**src/rtl/flash_done_poller.sv**
```systemverilog
module flash_done_poller #(
  parameter int ADDR_W    = 20,
  parameter int ACC_CYC   = 3,
  parameter int REC_CYC   = 2,
  parameter int MAX_POLLS = 64
) (
  input  logic              clk,
  input  logic              rst_n,
  input  logic              start_i,
  input  logic              mode_i,
  input  logic              erase_i,
  input  logic [ADDR_W-1:0] addr_i,
  input  logic [7:0]        exp_data_i,
  output logic [ADDR_W-1:0] bus_addr_o,
  output logic              bus_ce_n_o,
  output logic              bus_oe_n_o,
  input  logic [7:0]        bus_data_i,
  output logic              done_o,
  output logic [1:0]        result_o
);
  localparam int TMAX = (ACC_CYC > REC_CYC) ? ACC_CYC : REC_CYC;
  localparam int TW   = $clog2(TMAX + 1);
  localparam int CW   = $clog2(MAX_POLLS + 1);
  localparam logic [1:0] RES_PASS = 2'b00;
  localparam logic [1:0] RES_ERR  = 2'b01;
  localparam logic [1:0] RES_TMO  = 2'b10;

  typedef enum logic [1:0] {S_IDLE, S_ACC, S_REC} st_t;

  st_t               st;
  logic [TW-1:0]     tmr;
  logic [CW-1:0]     cnt;
  logic              poll_q, erase_q, exp7_q;
  logic [ADDR_W-1:0] addr_q;
  logic              d7_q, d6_q, d5_q;
  logic              prev6, have_prev, chk_q;
  logic              done_q;
  logic [1:0]        res_q;

  assign bus_addr_o = addr_q;
  assign bus_ce_n_o = (st != S_ACC);
  assign bus_oe_n_o = (st != S_ACC);
  assign done_o     = done_q;
  assign result_o   = res_q;

  wire last_acc = (st == S_ACC) && (tmr == TW'(ACC_CYC - 1));
  wire last_rec = (st == S_REC) && (tmr == TW'(REC_CYC - 1));

  wire          pol_hit = (d7_q == (erase_q | exp7_q));
  wire          tog_hit = have_prev && (d6_q == prev6);
  wire          hit     = poll_q ? pol_hit : tog_hit;
  wire          judged  = poll_q | have_prev;
  wire [CW-1:0] cnt_nx  = cnt + CW'(1);

  logic       fin, go_chk;
  logic [1:0] fres;

  always_comb begin
    fin    = 1'b0;
    go_chk = 1'b0;
    fres   = RES_PASS;
    if (hit) begin
      fin = 1'b1;
    end else if (chk_q && judged) begin
      fin  = 1'b1;
      fres = RES_ERR;
    end else if (!chk_q && judged && d5_q) begin
      go_chk = 1'b1;
    end else if (!chk_q && cnt_nx == CW'(MAX_POLLS)) begin
      fin  = 1'b1;
      fres = RES_TMO;
    end
  end

  always_ff @(posedge clk or negedge rst_n) begin
    if (!rst_n) begin
      st        <= S_IDLE;
      tmr       <= '0;
      cnt       <= '0;
      poll_q    <= 1'b0;
      erase_q   <= 1'b0;
      exp7_q    <= 1'b0;
      addr_q    <= '0;
      d7_q      <= 1'b0;
      d6_q      <= 1'b0;
      d5_q      <= 1'b0;
      prev6     <= 1'b0;
      have_prev <= 1'b0;
      chk_q     <= 1'b0;
      done_q    <= 1'b0;
      res_q     <= RES_PASS;
    end else begin
      done_q <= 1'b0;
      case (st)
        S_IDLE: if (start_i) begin
          st        <= S_ACC;
          tmr       <= '0;
          cnt       <= '0;
          poll_q    <= mode_i;
          erase_q   <= erase_i;
          exp7_q    <= exp_data_i[7];
          addr_q    <= addr_i;
          have_prev <= 1'b0;
          chk_q     <= 1'b0;
        end
        S_ACC: begin
          if (last_acc) begin
            d7_q <= bus_data_i[7];
            d6_q <= bus_data_i[6];
            d5_q <= bus_data_i[5];
            tmr  <= '0;
            st   <= S_REC;
          end else begin
            tmr <= tmr + TW'(1);
          end
        end
        S_REC: begin
          if (!last_rec) begin
            tmr <= tmr + TW'(1);
          end else if (fin) begin
            st     <= S_IDLE;
            done_q <= 1'b1;
            res_q  <= fres;
          end else begin
            st  <= S_ACC;
            tmr <= '0;
            if (!chk_q) cnt <= cnt_nx;
            if (go_chk) begin
              chk_q     <= 1'b1;
              have_prev <= 1'b0;
            end else begin
              have_prev <= 1'b1;
              prev6     <= d6_q;
            end
          end
        end
        default: st <= S_IDLE;
      endcase
    end
  end

  logic [TW-1:0] low_run;
  always_ff @(posedge clk or negedge rst_n) begin
    if (!rst_n)           low_run <= '0;
    else if (!bus_oe_n_o) low_run <= low_run + TW'(1);
    else                  low_run <= '0;
  end

  p_acc_width_r1: assert property (@(posedge clk) disable iff (!rst_n)
    $rose(bus_oe_n_o) |-> low_run == TW'(ACC_CYC))
    else $error("read strobe width differs from ACC_CYC");

  p_done_pulse_r8: assert property (@(posedge clk) disable iff (!rst_n)
    done_o |=> !done_o)
    else $error("done held longer than one cycle");

  p_done_code_r8: assert property (@(posedge clk) disable iff (!rst_n)
    done_o |-> (result_o != 2'b11) && bus_ce_n_o && bus_oe_n_o)
    else $error("bad result code or strobe active at done");

  p_err_after_check_r4: assert property (@(posedge clk) disable iff (!rst_n)
    (done_o && result_o == RES_ERR) |-> chk_q)
    else $error("device error reported without a check");

  p_start_ignored_r9: assert property (@(posedge clk) disable iff (!rst_n)
    (st != S_IDLE && start_i) |=> $stable(bus_addr_o))
    else $error("address changed by start while busy");
endmodule

```
**config.mk**
```make
export PLATFORM = sky130hd
export DESIGN_NAME = flash_done_poller
export DESIGN_NICKNAME = d
export VERILOG_FILES = /design/src/rtl/flash_done_poller.sv
export SDC_FILE = /design/constraint.sdc
export NUM_CORES = 1
export LEC_CHECK = 0
export BUFFER_PORTS_ARGS = -buffer_cell sky130_fd_sc_hd__buf_2
export CAP_MARGIN = 20
export CORE_UTILIZATION = 45
export CTS_CLUSTER_DIAMETER = 50
export CTS_CLUSTER_SIZE = 14
export DETAILED_ROUTE_END_ITERATION = 7
export GPL_TIMING_DRIVEN = 0
export HOLD_SLACK_MARGIN = 0.08
export PLACE_DENSITY = 0.71
export REMOVE_ABC_BUFFERS = 1
export SKIP_CTS_REPAIR_TIMING = 1
export SLEW_MARGIN = 10
export SYNTH_ARGS = -nofsm -noshare
export SYNTH_HDL_FRONTEND = slang
export SYNTH_SLANG_ARGS = --single-unit
```
**constraint.sdc**
```tcl
create_clock -name clk -period 4.1 [get_ports clk]
set_input_delay 0 -clock clk [delete_from_list [all_inputs] [get_ports clk]]
set_output_delay 0 -clock clk [all_outputs]
set_load 0.01 [all_outputs]
```
* Yosys cells after proc, flatten, opt, wreduce, memory -nomap -nowiden
Cells that the tools add are included.
Storage, ports and cells: register bits 43, logic and storage cells 95
Operators by class: bitwise logic cells 4, mux-type cells 39, reductions and logical operators 20, equality and inequality tests 15, add/sub/neg operators 2
Operators by type and width (number):
- $mux 7 | 4
- $mux 2 | 11
- $mux 1 | 19
- $pmux 7 s2 | 1
- $ne 2x2->1 const B | 6
- $pmux 2 s3 | 2
- $reduce_and 5->1 | 2
- $reduce_and 3->1 | 3
- $reduce_and 4->1 | 2
- $add 7x1->7 const B | 1
- $eq 7x7->1 const B | 1
- $logic_and 1x1->1 | 7
- $eq 2x1->1 const B | 2
- $eq 2x2->1 const B | 2
- $pmux 1 s2 | 2
- $reduce_and 2->1 | 2
- $ne 3x3->1 const B | 1
- $reduce_bool 3->1 | 1
- $add 2x1->2 const B | 1
- $eq 1x1->1 | 2
- $logic_not 2->1 | 1
- $ne 2x1->1 const B | 1
- $not 1->1 | 2
- $or 1x1->1 | 2
- other kinds (2) | 2

* Logic depth before layout (Yosys ltp)
Gate-level depths: netlist of run 1.
word-level depth 10, depth in mapped cells 8, depth with buffers taken out 7

* Least setup slack after synthesis of run 1
OpenSTA, ideal clock, no wires.
path kind reg2reg, start reg cnt[0], end reg prev6, cell stages (with the launch flop) 7, buffers on the path 0, slack 2070 ps, required time 3975 ps, period minus slack after synthesis 2030 ps, arrival time 1905 ps, cells stage by stage dfrtp_1 -> ha_1 -> xor2_1 -> and4_4 -> o211a_4 -> nor4_1 -> mux2_2
On the way: word-level cells in the longest chain between the ends 9
RTL lines:
- from (decl) | line 32 | logic [CW-1:0] cnt;
- from (signal assigned) | line 127 | if (!chk_q) cnt <= cnt_nx;
- $add 7x1->7 | line 53 | wire [CW-1:0] cnt_nx = cnt + CW'(1);
- $eq 7x7->1 | line 69 | end else if (!chk_q && cnt_nx == CW'(MAX_POLLS)) begin
- $logic_and 1x1->1 | line 69
- $mux 1 | line 69
- $mux 1 | line 67 | end else if (!chk_q && judged && d5_q) begin
- $mux 1 | line 64 | end else if (chk_q && judged) begin
- $mux 1 | line 62 | if (hit) begin
- $not 1->1 (no line)
- $reduce_and 4->1 (no line)
- to (signal assigned) | line 133 | prev6 <= d6_q;
- to (decl) | line 36 | logic prev6, have_prev, chk_q;
Every way passes these cells. A chain may end at the register's enable or synchronous reset.

* Worst setup path after layout of run 1
start reg st[0], end reg cnt[3]
On the way: word-level cells in the longest chain between the ends 4
RTL lines:
- from (decl) | line 30 | st_t st;
- from (signal assigned) | line 77 | st <= S_IDLE;
- from (signal assigned) | line 96 | st <= S_ACC;
- from (signal assigned) | line 112 | st <= S_REC;
- $eq 2x2->1 | line 47, 94
- $logic_and 1x1->1 | line 47 | wire last_rec = (st == S_REC) && (tmr == TW'(REC_CYC - 1));
- $ne 2x2->1 (no line)
- $reduce_and 5->1 (no line)
Parallel ways exist; a longest one is shown, timed or not.

==> results.sh, run 1 <==
export IMPL_clock_latency_ns=0.30
export IMPL_power_leakage_nw=1.40
export IMPL_dp_hpwl_mm=3.13
export IMPL_die_h_um=73
export IMPL_tns_ns=0
export IMPL_drive_gt1_share_pct=34.2
export IMPL_yosys_area_top_type="dfrtp_1"
export IMPL_slew_headroom_pct=35.3
export IMPL_cts_root_buf="clkbuf_8"
export IMPL_grtUsageTotal_pct=18.7
export IMPL_clkSinkCount=43
export IMPL_dpl_cell_count=316
export IMPL_io_pins=66
export IMPL_setup_viol=0
export IMPL_antennaDiodeCount=0
export IMPL_yosysSeqAreaShare_pct=47.4
export IMPL_numPortBuffers=53
export IMPL_finalCritPeriodShare_pct=58.4
export IMPL_p_total_mw=1.74
export IMPL_syn_area_per_cell_um2=11.1
export IMPL_async_reset_ff_share_pct=100
export IMPL_p_per_area_mw_per_mm2=586
export IMPL_status="finished, final reports clean"
export IMPL_critPathKind="reg -> reg"
export IMPL_fmax_ghz=0.418
export IMPL_arrival_ns=2.61
export IMPL_nets=330
export IMPL_clockBufferDepth=2
export IMPL_synth_warnings=0
export IMPL_drt_first_pass_iters=4
export IMPL_die_x_um=73
export IMPL_ir_drop_uv=370
export IMPL_ys_flop_type="dfrtp_1"
export IMPL_slowest_delay_ns=0.60
export IMPL_crit_fanout=20
export IMPL_fill_cells=385
export IMPL_max_cap_violations=0
export IMPL_holdCritPathClass="in -> reg"
export IMPL_start_kind="flip-flop"
export IMPL_numCtsBuffers=5
export IMPL_hold_violations=0
export IMPL_cts_tree="yes"
export IMPL_holdPathStages=3
export IMPL_overflow=0
export IMPL_synth_area_mm2=0.00227
export IMPL_initial_core_util_pct=47.4
export IMPL_die_area_mm2=0.00533
export IMPL_htree_levels=2
export IMPL_finalCriticalPeriod_ns=2.39
export IMPL_rr_worst_depth=6
export IMPL_wl_per_cell_um=14.6
export IMPL_worst_path_stages=6
export IMPL_ys_types=50
export IMPL_drc_errors=0
export IMPL_grt_pass1_vias=1727
export IMPL_core_area_mm2=0.00479
export IMPL_drt_iter0_markers=102
export IMPL_rsz0062_at_grt="false"
export IMPL_synth_edf_count=0
export IMPL_worstPathCellList="inv_1 > ha_1 > and3_1 > or2b_2 > or4_1 > o211ai_1"
export IMPL_routed_wl_mm=5.12
export IMPL_placementRows=25
export IMPL_clk_pin_slew_worst_paths_ns=0.09
export IMPL_cp_end_kind="flip-flop"
export IMPL_num_vias=1882
export IMPL_syn_to_final_growth_pct=30.8
export IMPL_antenna_left=0
export IMPL_slew_viol_final=0
export IMPL_fin_skew_ns=0.00872
export IMPL_crit_required_ns=4.32
export IMPL_cp_top_family="simple AND/OR/NAND/NOR gates"
export IMPL_synth_top_cell_area_share_pct=47.4
export IMPL_place_congestion=0.846
export IMPL_viasPerCell=5.36
export IMPL_synth_area_leaders="dfrtp_1, mux2_2, ha_1"
export IMPL_worst_pin_slew_ns=0.968
export IMPL_syn_inst=205
export IMPL_ys_seq_elements=43
export IMPL_grt_max_degree=44
export IMPL_grt_pass1_wl_mm=7.62
export IMPL_critPathBufInv=1
export IMPL_antenna_found_initial=0
export IMPL_crit_slowest_cell="ha_1"
export IMPL_fin_cells=351
## layer usage
layer  global-route usage, %  up-vias  share of wire [%]
met3                    5.11        5                6.2
met1                    24.3      913                 43
met5                       0        -                  0
li1                        -      908                  -
met2                    30.3       56                 49
met4                    5.88        0                1.2
## synthesized netlist by cell type (2+ instances only)
| cell type | count |
|---|---|
| and2_1 | 2 |
| nand2b_1 | 6 |
| clkbuf_1 | 3 |
| nand4_1 | 3 |
| a22o_1 | 2 |
| a211o_1 | 2 |
| o22a_1 | 2 |
| a21oi_1 | 5 |
| nor3_1 | 6 |
| dfrtp_1 | 43 |
| mux2_2 | 27 |
| buf_1 | 2 |
| nand2_1 | 13 |
| inv_1 | 9 |
| nor2b_1 | 4 |
| nor2_1 | 8 |
| nand3_1 | 4 |
| or4_1 | 2 |
| o21bai_1 | 3 |
| and3_1 | 5 |
| nor4_2 | 2 |
| o21ai_0 | 8 |
| ha_1 | 6 |
| a21o_1 | 3 |
| buf_6 | 2 |
| nor4_1 | 3 |
| o211ai_1 | 7 |
## state kept, by name, indices dropped and copies added, names as in the netlist
register and cells:
done_o 1, tmr 2, d7_q 1, poll_q 1
prev6 1, d6_q 1, d5_q 1, chk_q 1
bus_addr_o 20, have_prev 1, exp7_q 1, cnt 7
erase_q 1, result_o 2, st 2
## worst reg2reg max path: stages (launching register included)
cell      delay (ns)
dfrtp_1         0.42
inv_1           0.12
ha_1            0.60
and3_1          0.38
or2b_2          0.31
or4_1           0.40
o211ai_1        0.11
## placed cells by master, fill, tap and decap left out, drive strengths merged, types with 2 or more instances in the layout
master / n
dlygate4sd3: 27
mux2: 27
o21bai: 3
nor2: 8
or4: 2
nand3: 4
o22a: 2
o21ai: 8
a21oi: 5
buf: 53
nand2b: 6
a22o: 3
a211o: 2
nor4: 5
dfrtp: 43
ha: 6
clkbuf: 6
bufinv: 2
nor2b: 4
a21o: 3
inv: 9
o211ai: 7
nor3: 6
nand4: 3
and3: 6
nand2: 13
and2: 2
## kinds of logic (layout without fill, tap and decap cells)
group	count (synthesis)	count (layout)	synth area share [%]
AOI/OAI and AO/OA	46	46	15.4
xor gates and xnor gates	2	2	0.772
adders and majority gates	6	6	3.31
buffers and inverters	18	97	3.86
DFF	43	43	47.4
muxes	27	27	13.4
and+or+nand+nor	63	63	15.8
## final timing paths
path	startpoint	to	slack (ns)
worst max register to register	st[0]$_DFFE_PN0P_	cnt[3]$_DFFE_PN0P_	1.71
worst min register to register	result_o[1]$_DFFE_PN0P_	result_o[1]$_DFFE_PN0P_	0.50
worst min-delay path	start_i	st[1]$_DFFE_PN0P_	0.11
worst max-delay path	st[0]$_DFFE_PN0P_	cnt[3]$_DFFE_PN0P_	1.71
max in group asynchronous	rst_n	exp7_q$_DFFE_PN0P_	3.13
min in group asynchronous	rst_n	st[0]$_DFFE_PN0P_	0.38
## area by class of cell
type                       count  area [um2]  area share [%]
sequential                    43        1080            36.3
clock inverter                 2        60.1            2.02
inverter                       9        33.8            1.14
tap                           67        83.8            2.83
multi-input combinational    144        1100            37.2
clock buffer                   6        72.6            2.45
timing repair buffer          80         536            18.1
## per-stage QoR
stage | worst slack, ns | hold WS [ns] | cell area, um2 | utilization [%]
after floorplan | 2.03 | -0.296 | 2210 | -
after global placement | 1.75 | 0.211 | 2560 | 53.6
after detailed placement | 1.70 | 0.209 | 2560 | 53.6
after CTS | 1.69 | -0.113 | 2700 | 56.3
after global routing | 1.53 | 0.132 | 2970 | 62.0
final | 1.71 | 0.110 | 2970 | 62.0
## power breakdown
part	internal [mW]	switching, mW	total, mW	leakage (nW)
registers	0.572	0.101	0.674	0.532
logic	0.317	0.358	0.674	0.798
clock network	0.244	0.148	0.391	0.0654
No activity file was read; power rests on OpenSTA's default activity.
==> run 2, diff against run 1 <==
==> constraint.sdc (replaced) <==
create_clock -name clk -period 2.35 [get_ports clk]
set_input_delay 0 -clock clk [delete_from_list [all_inputs] [get_ports clk]]
set_output_delay 0 -clock clk [all_outputs]
set_load 0.01 [all_outputs]
==> run 2 against run 1 <==
Clock power increased by 75%. Maximum frequency increased by 8.9%. Clock-buffer cell count unchanged. Register-to-register slack got worse by 1.6 ns. Sequential share of layout area decreased by 0.061 points. Sequential power increased by 75%.
==> results.sh, run 2 (same netlist as run 1, synthesis figures left out) <==
export IMPL_status="finished, final reports clean"
export IMPL_finalCriticalPeriod_ns=2.20
export IMPL_p_seq_share_pct=38.7
export IMPL_utilization_pct=62.1
export IMPL_syn_to_final_growth_pct=31.0
export IMPL_arrival_ns=2.39
export IMPL_slowest_delay_ns=0.50
export IMPL_drive_gt1_share_pct=34.9
export IMPL_min_to="st[1]$_DFFE_PN0P_"
export IMPL_cp_end_kind="flip-flop"
export IMPL_antenna_left=0
export IMPL_initial_core_util_pct=47.4
export IMPL_largest_register_ffs=20
export IMPL_cp_top_family="compound AO/OA/AOI/OAI gates"
export IMPL_placementRows=25
export IMPL_num_vias=1874
export IMPL_rr_worst_depth=7
export IMPL_tns_ns=0
export IMPL_p_int_mw=1.98
export IMPL_place_congestion=0.846
export IMPL_clockBufferDepth=2
export IMPL_overflow=0
export IMPL_max_cap_violations=0
export IMPL_antennaDiodeCount=0
export IMPL_grt_pass1_wl_mm=7.62
export IMPL_start_kind="flip-flop"
export IMPL_top_usage_layer="met2"
export IMPL_dp_hpwl_mm=3.13
export IMPL_r2r_setup_slack_ns=0.15
export IMPL_timing_rr_end="have_prev$_DFFE_PN0P_"
export IMPL_grt_pass1_vias=1727
export IMPL_rsz0062_at_grt="false"
export IMPL_fill_cells=385
export IMPL_gr_usage_met1_pct=24.3
export IMPL_cts_tree="yes"
export IMPL_p_per_area_mw_per_mm2=1020
export IMPL_layout_common_cells="buf_2, dfrtp_1, mux2_2, dlygate4sd3_1, nand2_1"
export IMPL_grtUsageMet3_pct=5.11
export IMPL_wl_per_cell_um=14.6
export IMPL_pwr_share_clk_pct=22.5
export IMPL_p_comb_share_pct=38.8
export IMPL_grt_max_degree=44
export IMPL_drc_errors=0
export IMPL_die_x_um=73
export IMPL_fmax_ghz=0.455
export IMPL_crit_required_ns=2.54
export IMPL_crit_slowest_cell="or4_1"
export IMPL_fin_skew_ns=0.00827
export IMPL_grtUsageTotal_pct=18.7
export IMPL_worstPathCellList="inv_1 > ha_1 > nor2b_1 > a21o_1 > o21bai_1 > or4_1 > o221a_2"
export IMPL_multi_input_area_mm2=0.00111
export IMPL_regArea_mm2=0.00108
export IMPL_antenna_found_initial=0
export IMPL_ir_drop_uv=645
export IMPL_die_h_um=73
export IMPL_critPathKind="reg -> reg"
export IMPL_die_area_mm2=0.00533
export IMPL_worst_pin_slew_ns=0.970
export IMPL_htree_levels=2
export IMPL_power_leakage_nw=1.39
export IMPL_core_area_mm2=0.00479
export IMPL_finalCritPeriodShare_pct=93.6
export IMPL_p_sw_mw=1.06
export IMPL_drt_iter0_markers=130
export IMPL_hold_start="start_i"
export IMPL_slew_headroom_pct=35.2
export IMPL_holdCritPathClass="in -> reg"
export IMPL_hold_violations=0
export IMPL_crit_fanout=12
export IMPL_drt_first_pass_iters=4
export IMPL_clock_latency_ns=0.29
export IMPL_clk_pin_slew_worst_paths_ns=0.08
export IMPL_numCtsBuffers=5
export IMPL_r2r_start="st[0]$_DFFE_PN0P_"
export IMPL_clkSinkCount=43
export IMPL_cts_root_buf="clkbuf_8"
export IMPL_grt_use_met2_pct=30.3
export IMPL_slew_viol_final=0
export IMPL_critPathBufInv=1
export IMPL_io_pins=66
export IMPL_holdPathStages=3
export IMPL_numPortBuffers=53
export IMPL_final_common_cell="buf_2"
export IMPL_setup_viol=0
export IMPL_nets=330
export IMPL_routed_wl_mm=5.12
export IMPL_swShare_pct=34.9
export IMPL_viasPerCell=5.34
[run 2: changes by cell type in the layout (fill, tap and decap cells not counted)]
cell	previous run	this run
ha_1	6	4
ha_2	0	2
[run 2: cell type report]
class / count / area share (%)
multi-input combinational: 144 / 37.3
sequential: 43 / 36.2
timing repair buffer: 80 / 18.0
tap: 67 / 2.82
clock buffer: 6 / 2.44
clock inverter: 2 / 2.02
inverter: 9 / 1.14
[run 2: power by group through the flow]
stage	Clock [mW]	Combinational, mW	Sequential (mW)
final	0.683	1.18	1.18
after global routing	0.714	1.30	1.21
after CTS	0.694	1.14	1.17
after detailed placement	0	1.13	1.18
after global placement	0	1.10	1.16
after floorplan	0	0.677	1.24
[run 2: worst reg2reg max path, stage by stage, from the launching register on]
cell and delay (ns):
dfrtp_1 0.40, inv_1 0.10, ha_1 0.26, nor2b_1 0.16
a21o_1 0.16, o21bai_1 0.37, or4_1 0.50, o221a_2 0.14
[run 2: how the worst max path moves through the flow]
stage	from	end	cells after the start
after global routing	st[0]$_DFFE_PN0P_	have_prev$_DFFE_PN0P_	7
after floorplan	cnt[0]$_DFFE_PN0P_	prev6$_DFFE_PN0P_	6
after detailed placement	st[0]$_DFFE_PN0P_	cnt[3]$_DFFE_PN0P_	6
after CTS	st[0]$_DFFE_PN0P_	cnt[3]$_DFFE_PN0P_	6
final	st[0]$_DFFE_PN0P_	have_prev$_DFFE_PN0P_	7
after global placement	st[0]$_DFFE_PN0P_	cnt[3]$_DFFE_PN0P_	6
[run 2: stage by stage]
stage / cells / setup WS [ns] / hold WS, ns / cell area, um2 / power [mW]
floorplan: 196 / 0.276 / -0.296 / 2210 / 1.92
global placement: 316 / 0.00216 / 0.211 / 2560 / 2.27
finish: 351 / 0.151 / 0.112 / 2970 / 3.04
global route: 351 / 0.0296 / 0.132 / 2970 / 3.23
detailed placement: 316 / -0.0457 / 0.209 / 2560 / 2.31
CTS: 324 / -0.0628 / -0.113 / 2700 / 3.00
[run 2: per-layer routing]
| metal | vias to the layer above | wire, um |
|---|---|---|
| li1 | 906 | - |
| met1 | 912 | 2270 |
| met2 | 51 | 2460 |
| met3 | 5 | 330 |
| met4 | 0 | 61 |
| met5 | - | 0 |
==> run 3, diff against run 2 <==
--- a/config.mk
+++ b/config.mk
@@ -14,6 +14,7 @@
 export GPL_TIMING_DRIVEN = 0
 export HOLD_SLACK_MARGIN = 0.08
 export PLACE_DENSITY = 0.71
+export RECOVER_POWER = 100
 export REMOVE_ABC_BUFFERS = 1
 export SKIP_CTS_REPAIR_TIMING = 1
 export SLEW_MARGIN = 10
==> run 3 against run 2 <==
Worst hold slack better by 0.0059 ns. Sequential share of layout area is 0.48 points higher. Global-route usage is the same. Die area unchanged. Critical endpoint unchanged. Clock power about the same. Critical path type unchanged. Clock skew barely moved. Cell area down 1.3%. Maximum frequency decreased by 0.28%. Non-clock buffer count did not move. Largest power group unchanged.
==> results.sh, run 3 (same netlist as run 1, synthesis figures left out) <==
export IMPL_antennaDiodeCount=0
export IMPL_arrival_ns=2.39
export IMPL_max_cap_violations=0
export IMPL_core_area_mm2=0.00479
export IMPL_crit_slowest_cell="or4_1"
export IMPL_status="finished, final reports clean"
export IMPL_drt_iter0_markers=115
export IMPL_routed_wl_mm=5.12
export IMPL_grt_max_degree=44
export IMPL_ir_drop_uv=638
export IMPL_clockBufferDepth=2
export IMPL_p_total_mw=2.98
export IMPL_preCtsSetupSlack_ns=-0.0457
export IMPL_crit_required_ns=2.54
export IMPL_drive_gt1_share_pct=25.4
export IMPL_clk_pin_slew_worst_paths_ns=0.08
export IMPL_crit_fanout=12
export IMPL_numPortBuffers=53
export IMPL_die_area_mm2=0.00533
export IMPL_hold_violations=0
export IMPL_initial_core_util_pct=47.4
export IMPL_dpl_cell_count=316
export IMPL_antenna_found_initial=0
export IMPL_drc_errors=0
export IMPL_critPathKind="reg -> reg"
export IMPL_die_h_um=73
export IMPL_numCtsBuffers=5
export IMPL_cts_root_buf="clkbuf_8"
export IMPL_wl_per_cell_um=14.6
export IMPL_syn_to_final_growth_pct=29.3
export IMPL_die_x_um=73
export IMPL_grtUsageTotal_pct=18.7
export IMPL_start_kind="flip-flop"
export IMPL_hold_slack_ns=0.118
export IMPL_viasPerCell=5.38
export IMPL_overflow=0
export IMPL_holdCritPathClass="in -> reg"
export IMPL_htree_levels=2
export IMPL_fin_skew_ns=0.00871
export IMPL_dp_hpwl_mm=3.13
export IMPL_fmax_ghz=0.453
export IMPL_slew_headroom_pct=30.5
export IMPL_final_common_cell="dfrtp_1"
export IMPL_grt_pass1_vias=1727
export IMPL_num_vias=1889
export IMPL_nets=330
export IMPL_power_leakage_nw=1.32
export IMPL_slowest_delay_ns=0.51
export IMPL_io_pins=66
export IMPL_cts_tree="yes"
export IMPL_rsz0062_at_grt="false"
export IMPL_grt_pass1_wl_mm=7.62
export IMPL_worst_pin_slew_ns=1.04
export IMPL_finalCritPeriodShare_pct=93.8
export IMPL_clock_latency_ns=0.30
export IMPL_setup_viol=0
export IMPL_placementRows=25
export IMPL_p_per_area_mw_per_mm2=1020
export IMPL_slew_viol_final=0
export IMPL_finalCriticalPeriod_ns=2.21
export IMPL_cp_top_family="simple AND/OR/NAND/NOR gates"
export IMPL_worst_slack_ns=0.145
export IMPL_place_congestion=0.846
export IMPL_layout_common_cells="dfrtp_1, dlygate4sd3_1, buf_2, mux2_2, clkbuf_1"
export IMPL_fin_cells=351
export IMPL_largest_register_ffs=20
export IMPL_critPathBufInv=1
export IMPL_utilization_pct=61.3
export IMPL_cp_end_kind="flip-flop"
export IMPL_worstPathCellList="inv_1 > ha_1 > nor2b_1 > a21o_1 > o21bai_1 > or4_1 > o221a_2"
export IMPL_antenna_left=0
export IMPL_clkSinkCount=43
export IMPL_drt_first_pass_iters=4
## run 3: final cells by class
class	instances	area, um2
clock inverters	2	60.1
flip-flops and latches	43	1080
inverters	9	33.8
fillers	406	1850
clock buffers	6	72.6
well taps	67	83.8
repair buffers	80	504
multi-input cells	144	1100
## run 3: routing by layer
metal	vias up	track usage, %	wire length [um]
met5	-	0	0
met2	55	30.3	2480
met3	5	5.11	346
met1	920	24.3	2220
li1	909	-	-
met4	0	5.88	61
## run 3: power breakdown
group / internal [mW] / switching, mW
clock: 0.425 / 0.256
sequential: 0.999 / 0.182
combinational: 0.497 / 0.621
## run 3: worst register-to-register path: stages (launching register included)
cell      delay, ns
dfrtp_1        0.40
inv_1          0.10
ha_1           0.26
nor2b_1        0.16
a21o_1         0.16
o21bai_1       0.37
or4_1          0.51
o221a_2        0.14
## run 3: metrics by stage
step                      TNS, ns  area (um2)
after floorplan                 0        2210
after global placement          0        2560
after detailed placement  -0.0492        2560
after CTS                 -0.0891        2700
after global routing            0        2930
final                           0        2930
## run 3: path summary, 6_finish.rpt
kind                                           end               startpoint  slack, ns  cells past startpoint
max reg2reg                  have_prev$_DFFE_PN0P_        st[0]$_DFFE_PN0P_       0.14                      7
min in group asynchronous        st[0]$_DFFE_PN0P_                    rst_n       0.41                      2
max                          have_prev$_DFFE_PN0P_        st[0]$_DFFE_PN0P_       0.14                      7
min reg2reg                result_o[1]$_DFFE_PN0P_  result_o[1]$_DFFE_PN0P_       0.50                      1
max in group asynchronous       exp7_q$_DFFE_PN0P_                    rst_n       1.29                      2
min                              st[1]$_DFFE_PN0P_                  start_i       0.12                      3
